File: src/rtl/prech_guard.sv
module prech_guard #(
  parameter int NB = 8,
  parameter int BW = $clog2(NB),
  parameter int LW = 4,
  parameter int NW = 6,
  parameter int TW = 5,
  parameter int CW = 8
) (
  input  logic          clk,
  input  logic          rst_n,
  input  logic          cmd_valid,
  input  logic [2:0]    cmd_op,
  input  logic [BW-1:0] cmd_bank,
  input  logic [LW-1:0] cfg_al,
  input  logic [LW-1:0] cfg_wl,
  input  logic          cfg_bl8,
  input  logic [NW-1:0] cfg_trtp_ns,
  input  logic [NW-1:0] cfg_tck_ns,
  input  logic [TW-1:0] cfg_twr,
  input  logic [TW-1:0] cfg_trp,
  output logic [NB-1:0] pre_ok,
  output logic [NB-1:0] idle,
  output logic          pre_all_ok,
  output logic          viol
);
  localparam int N1 = NW + 1;
  localparam logic [2:0] OP_RD = 3'd1, OP_RDA = 3'd2, OP_WR = 3'd3,
                         OP_WRA = 3'd4, OP_PRE = 3'd5, OP_PRA = 3'd6;

  logic [CW-1:0] pc [NB];
  logic [CW-1:0] rc [NB];
  logic [NB-1:0] opn;
  logic          viol_q;

  wire is_rd  = cmd_valid && (cmd_op == OP_RD || cmd_op == OP_RDA);
  wire is_wr  = cmd_valid && (cmd_op == OP_WR || cmd_op == OP_WRA);
  wire is_pre = cmd_valid && (cmd_op == OP_PRE);
  wire is_pra = cmd_valid && (cmd_op == OP_PRA);

  wire [N1-1:0] rtp_c = ({1'b0, cfg_trtp_ns} + {1'b0, cfg_tck_ns} - N1'(1)) / {1'b0, cfg_tck_ns};
  wire [N1-1:0] rtp_m = (rtp_c < N1'(2)) ? N1'(2) : rtp_c;
  wire [CW-1:0] half  = cfg_bl8 ? CW'(4) : CW'(2);
  wire [CW-1:0] g_rd  = CW'(cfg_al) + half + CW'(rtp_m) - CW'(2);
  wire [CW-1:0] g_wr  = CW'(cfg_wl) + half + CW'(cfg_twr);
  wire [CW-1:0] g_ld  = (is_rd ? g_rd : g_wr) - CW'(1);

  genvar gi;
  generate
    for (gi = 0; gi < NB; gi++) begin : g_flag
      assign pre_ok[gi] = (pc[gi] == '0);
      assign idle[gi]   = !opn[gi] && (rc[gi] == '0);
    end
  endgenerate

  assign pre_all_ok = &pre_ok;
  assign viol       = viol_q;

  always_ff @(posedge clk) begin
    if (!rst_n) begin
      for (int i = 0; i < NB; i++) begin
        pc[i] <= '0;
        rc[i] <= '0;
      end
      opn    <= '0;
      viol_q <= 1'b0;
    end else begin
      for (int i = 0; i < NB; i++) begin
        logic [CW-1:0] pd, rd;
        logic          hit;
        hit = (cmd_bank == BW'(i));
        pd  = (pc[i] == '0) ? '0 : pc[i] - CW'(1);
        rd  = (rc[i] == '0) ? '0 : rc[i] - CW'(1);
        if ((is_rd || is_wr) && hit) begin
          pc[i]  <= (g_ld > pd) ? g_ld : pd;
          opn[i] <= 1'b1;
        end else begin
          pc[i] <= pd;
        end
        if (is_pra) begin
          rc[i]  <= CW'(cfg_trp);
          opn[i] <= 1'b0;
        end else if (is_pre && hit) begin
          rc[i]  <= CW'(cfg_trp) - CW'(1);
          opn[i] <= 1'b0;
        end else begin
          rc[i] <= rd;
        end
      end
      viol_q <= (is_pre && !pre_ok[cmd_bank]) || (is_pra && !pre_all_ok);
    end
  end
endmodule

File: config.mk
export PLATFORM = sky130hd
export DESIGN_NAME = prech_guard
export DESIGN_NICKNAME = d
export VERILOG_FILES = /design/src/rtl/prech_guard.sv
export SDC_FILE = /design/constraint.sdc
export NUM_CORES = 1
export LEC_CHECK = 0
export BUFFER_PORTS_ARGS = -buffer_cell sky130_fd_sc_hd__buf_2
export CAP_MARGIN = 20
export CORE_UTILIZATION = 35
export DETAILED_ROUTE_END_ITERATION = 8
export PLACE_DENSITY_LB_ADDON = 0.08
export SLEW_MARGIN = 20
export SYNTH_ARGS = -nofsm -noshare
export SYNTH_HDL_FRONTEND = slang
export SYNTH_SLANG_ARGS = --single-unit
File: constraint.sdc
create_clock -name clk -period 16.25 [get_ports clk]
set_input_delay 0.8125 -clock clk [delete_from_list [all_inputs] [get_ports clk]]
set_output_delay 0.8125 -clock clk [all_outputs]
set_load 0.1 [all_outputs]
# Yosys cells after proc, flatten, opt, wreduce, memory -nomap -nowiden
# Memories as Yosys holds them, arrays and structs flattened.
# Cells that the tools add are included.
# word_totals
reg_bits	9
memories	2
out_inout_bits	18
inputBits	40
latchBits	0
ramBits	128
wordCells	356
rom_bits	0
# classes
add_sub_neg	25
n_lt_le_gt_ge	10
div_mod_pow	1
n_eq_ne	13
n_shift	0
multipliers	0
mux	185
reduce_logical	70
bitwise_logic	41
# memory_table
memory	words	word_bits	read_ports	rd_clocked_by_memory_dff	write_ports	line	source
pc	8	8	8	0	8	30	logic [CW-1:0] pc [NB];
rc	8	8	8	0	8	31	logic [CW-1:0] rc [NB];
# op_table
operator	n
two-way mux 8 bit	65
subtractor 8 x 1 -> 8 bit, second input constant	17
logical NOT 8 bit	16
two-way mux 1 bit	117
> comparator 8 bit	8
bitwise OR 1 bit	40
logical AND 1 bit	30
OR reduction 3 bit	8
== test 3 bit, second input constant	7
== test 3 x 2 -> 1 bit, second input constant	4
adder 4 x 3 -> 5 bit	2
logical NOT 1 bit	10
adder 5 x 7 -> 8 bit	1
AND reduction 8 bit	1
subtractor 8 x 2 -> 8 bit, second input constant	1
adder 6 x 6 -> 7 bit	1
divider 7 x 6 -> 7 bit	1
< comparator 7 x 2 -> 1 bit, second input constant	1
two-way mux 7 bit	1
subtractor 7 x 1 -> 7 bit, second input constant	1
adder 5 x 5 -> 6 bit	1
== test 3 x 1 -> 1 bit, second input constant	2
subtractor 5 x 1 -> 6 bit, second input constant	1
logical OR 1 bit	4
other kinds (5)	5

# Logic depth before layout (Yosys ltp)
# logic_depth
ltp_word	13
mapped_depth	75
ltp_nobuf	74

# Worst setup path before layout
# OpenSTA, ideal clock, no wires.
# synth_path
kind	input to register
startpoint	in cfg_tck_ns[2]
endpoint	mem pc[2][1], in the netlist pc[0][17] (data pin)
setup_ps	140
cell_stages	72
path_buffers	1
required_ps	16110
setup_slack_ps	1784
arrival_time_ps	14327
path_cell_list	inv_1 -> ha_1 -> inv_1 -> ha_1 -> a21o_1 -> a21oi_1 -> o21bai_1 -> a21oi_1 -> xor2_1 -> inv_1 -> ha_1 -> o211ai_1 -> or2_2 -> mux2i_1 -> ha_1 -> o21a_1 -> o21ai_0 -> nor2_1 -> [36 not listed] -> fa_1 -> inv_1 -> ha_1 -> fa_1 -> nor2_1 -> and2_1 -> and4b_1 -> a31o_4 -> xnor2_1 -> ha_1 -> nand3_1 -> o22ai_1 -> a211oi_1 -> and2_1 -> nor2_1 -> a211oi_4 -> mux2_2 -> nor2_1
# synth_lines
element	line	source
start, declared	18	input logic [NW-1:0] cfg_tck_ns,
end, declared	30	

==> impl_results.md <==
* Crit-path max cell delay at 0.53 ns
* Max Cap Viol at 0
* Diodes inserted at 0
* Core area at 35,700 µm²
* Final period util at 0.932
* Post-route DRC at 2
* H-tree depth at 4
* Final setup fails at 0
* Pins Over Slew Limit at 0
* IO Port Bufs at 57
* CP arrival at 15.45 ns
* Endpoints failing hold at 0
* Most used cell along the critical path: ha_1
* Status: finished, violations left
* Worst skew pair latency at 0.44 ns
* Clock Pin Slew Worst Setup and Hold Paths at 0.06 ns
* Min Clock Period, post-route at 15.15 ns
* Final global-route overflow total at 0
* PD cells at 120 nW/µm²
* Cell count after synthesis at 1,416
* Ranking of synthesized cells by area: edfxtp_1 30%, ha_1 13%, mux2i_1 4.2%
* 1st-iter DRT viols at 612
* Main synth FF type: edfxtp_1
* Row cnt at 69
* Clock Skew at 0.0101 ns
* Top-count cell post-synth: nor2_1
* WL per Instance at 17.3 µm
* Post-synth EDFFs at 128
* Critical Path Source Type: input pin
* Seq/Total Area, Yosys at 0.316
* Clk sink count at 137
* Gr usage total at 0.200
* Pin count of the biggest net entering global routing at 59
* Antenna Nets Post-Route at 0
* Final wirelength at 35.7 mm
* Crit-path leading delay family: compound AO/OA/AOI/OAI gates
* Post-route setup TNS at 0 ns
* First-pass GRT wire length at 56.7 mm
* Nets at 1,778
* Antenna violations before repair at 0
* Vias in the first global route at 10,500
* Num CTS Buffers at 17
* Die Ht at 193 µm
* Synthesis-to-finish area growth at 14.4%
* Worst path slowest cell: or4_1
* Via count at 10,800
* Worst Setup End Kind: flop
* Actual slew at the worst max-slew pin at 1.25 ns
* Synth cell count leaders: 144 x nor2_1, 134 x ha_1, 128 x edfxtp_1
* Leakage at 6.32 nW
* Routability cong. at 0.814
* Synth warn at 0
* Number of fillers in the final layout at 3,667
* CTS tree: built
* Post-DP Area at 14,000 µm²
* Async SR Flop Fraction at 0
* Hold Path Class: reg2reg
* Area leader, netlist: edfxtp_1
* Share of cells above drive strength 1 at 0.127
* Mean Syn Cell Area at 9.00 µm²
* Worst path bufs/invs at 9
* DPL Wire Length at 26.7 mm
* IO Pins at 58
* Max Clk Rate at 0.0660 GHz
* Area share of the largest cell type after synthesis at 0.302
* Synth Cell Area at 12,700 µm²
* Max clock buf depth at 2
* Max FO, Critical Path at 8
* Die width at 193 µm
* #FFs+latches synth at 137
* Initial Utilization at 0.357
* Router iterations before antenna repair at 7
* Die area at 37,200 µm²
* Distinct cells, synth at 72
* VDD IR-drop max at 0.0000784 V
* Clock Tree Root: clkbuf_16
* Vias per cell at 5.20
* Finished Cell Area at 14,600 µm²
* CP Class: in2reg
* Slew HR at 0.160
* Worst endpoint required time at 16.55 ns
* Failing checks: DRC
[layout make-up]
cell class | count | area (µm²) | share of cell area
Sequential cell | 137 | 4020 | 0.276
Timing Repair Buffer | 80 | 458 | 0.0314
Multi-Input combinational cell | 1254 | 8590 | 0.590
Clock buffer | 19 | 433 | 0.0297
Inverter | 107 | 405 | 0.0278
Tap cell | 461 | 577 | 0.0396
Clock inverter | 13 | 80.1 | 0.00550
[where the power goes]
group	leakage (nW)	switching, W	total (W)	internal, W
Sequential	1.38	0.0000343	0.000475	0.000440
Combinational	4.69	0.000512	0.000914	0.000401
Clock	0.254	0.000165	0.000358	0.000193
Total	6.32	0.000712	0.00175	0.00103
[worst register-to-register path: stages, from the launching register on]
cell and delay [ns]:
edfxtp_1 0.42, inv_1 0.10, ha_1 0.18, nand2_1 0.11, nor2_1 0.14, and2_1 0.47
or2_2 0.21, ha_1 0.23, nor2b_1 0.13, o21a_1 0.16, o21ai_0 0.15, a21oi_1 0.09
o21ai_0 0.15, a21oi_1 0.12, a32oi_4 0.46, mux2_2 0.38
[through the flow]
| step | power [W] | setup WS, ns | hold slack [ns] | instances | utilization |
|---|---|---|---|---|---|
| 2_1_floorplan | 0.00116 | 1.78 | 0.422 | 1543 | - |
| 3_3_place_gp | 0.00138 | 0.523 | 0.436 | 2035 | 0.393 |
| 3_5_place_dp | 0.00139 | 0.0935 | 0.438 | 2035 | 0.393 |
| 4_1_cts | 0.00176 | 0.525 | 0.448 | 2067 | 0.408 |
| 5_1_grt | 0.00190 | -0.110 | 0.500 | 2071 | 0.409 |
| 6_report | 0.00175 | 1.10 | 0.449 | 2071 | 0.409 |
[state kept, by name (all words and copies together), names as in the netlist]
register	count
opn	8
viol	1
pc	64
rc	64
[cells by family (layout without fill, tap and decap cells)]
kind of cell,Yosys count,after routing,synth area share
mux,72,72,0.0586
compound gates,291,291,0.161
simple gates,530,530,0.211
fa+ha+maj,141,141,0.143
flops,137,137,0.316
xor+xnor,92,92,0.0638
other cells,1,128,0.000294
buf+inv,152,219,0.0474
[layout by cell type, fill, tap and decap left out, types with 18 or more instances in the layout]
cell,instances
nand2_1,84
a21o_1,19
buf_4,23
nor2_1,144
o21ai_0,67
xor2_1,34
or2_2,34
ha_1,134
edfxtp_1,128
o21a_1,29
or3_1,35
buf_2,57
o221a_2,21
a21oi_1,72
nand2b_1,18
nand3_1,51
nor2b_1,22
inv_1,104
mux2i_1,54
nor3_1,63
conb_1,128
xnor2_1,57
[path summary, 6_finish.rpt]
kind | from | to | slack, ns | depth (start not counted)
max | cfg_tck_ns[2] | pc[0][17] | 1.10 | 73
min | opn[3] | opn[3] | 0.45 | 2
max reg2reg | pc[1][0] | pc[1][6] | 12.52 | 15
min reg2reg | opn[3] | opn[3] | 0.45 | 2
[repair_timing]
| item | CTS | global route |
|---|---|---|
| resized for setup | 0 | 6 |
| setup endpoints to repair | 0 | 48 |
| hold buffers | 0 | 0 |
| setup buffers | 0 | 4 |
[routing by layer]
layer / track usage / routed length [µm]
met1: 0.281 / 17900
met2: 0.320 / 16100
met3: 0.0273 / 1280
met4: 0.0518 / 535
met5: 0 / 0
No activity file was read; power rests on OpenSTA's default activity.
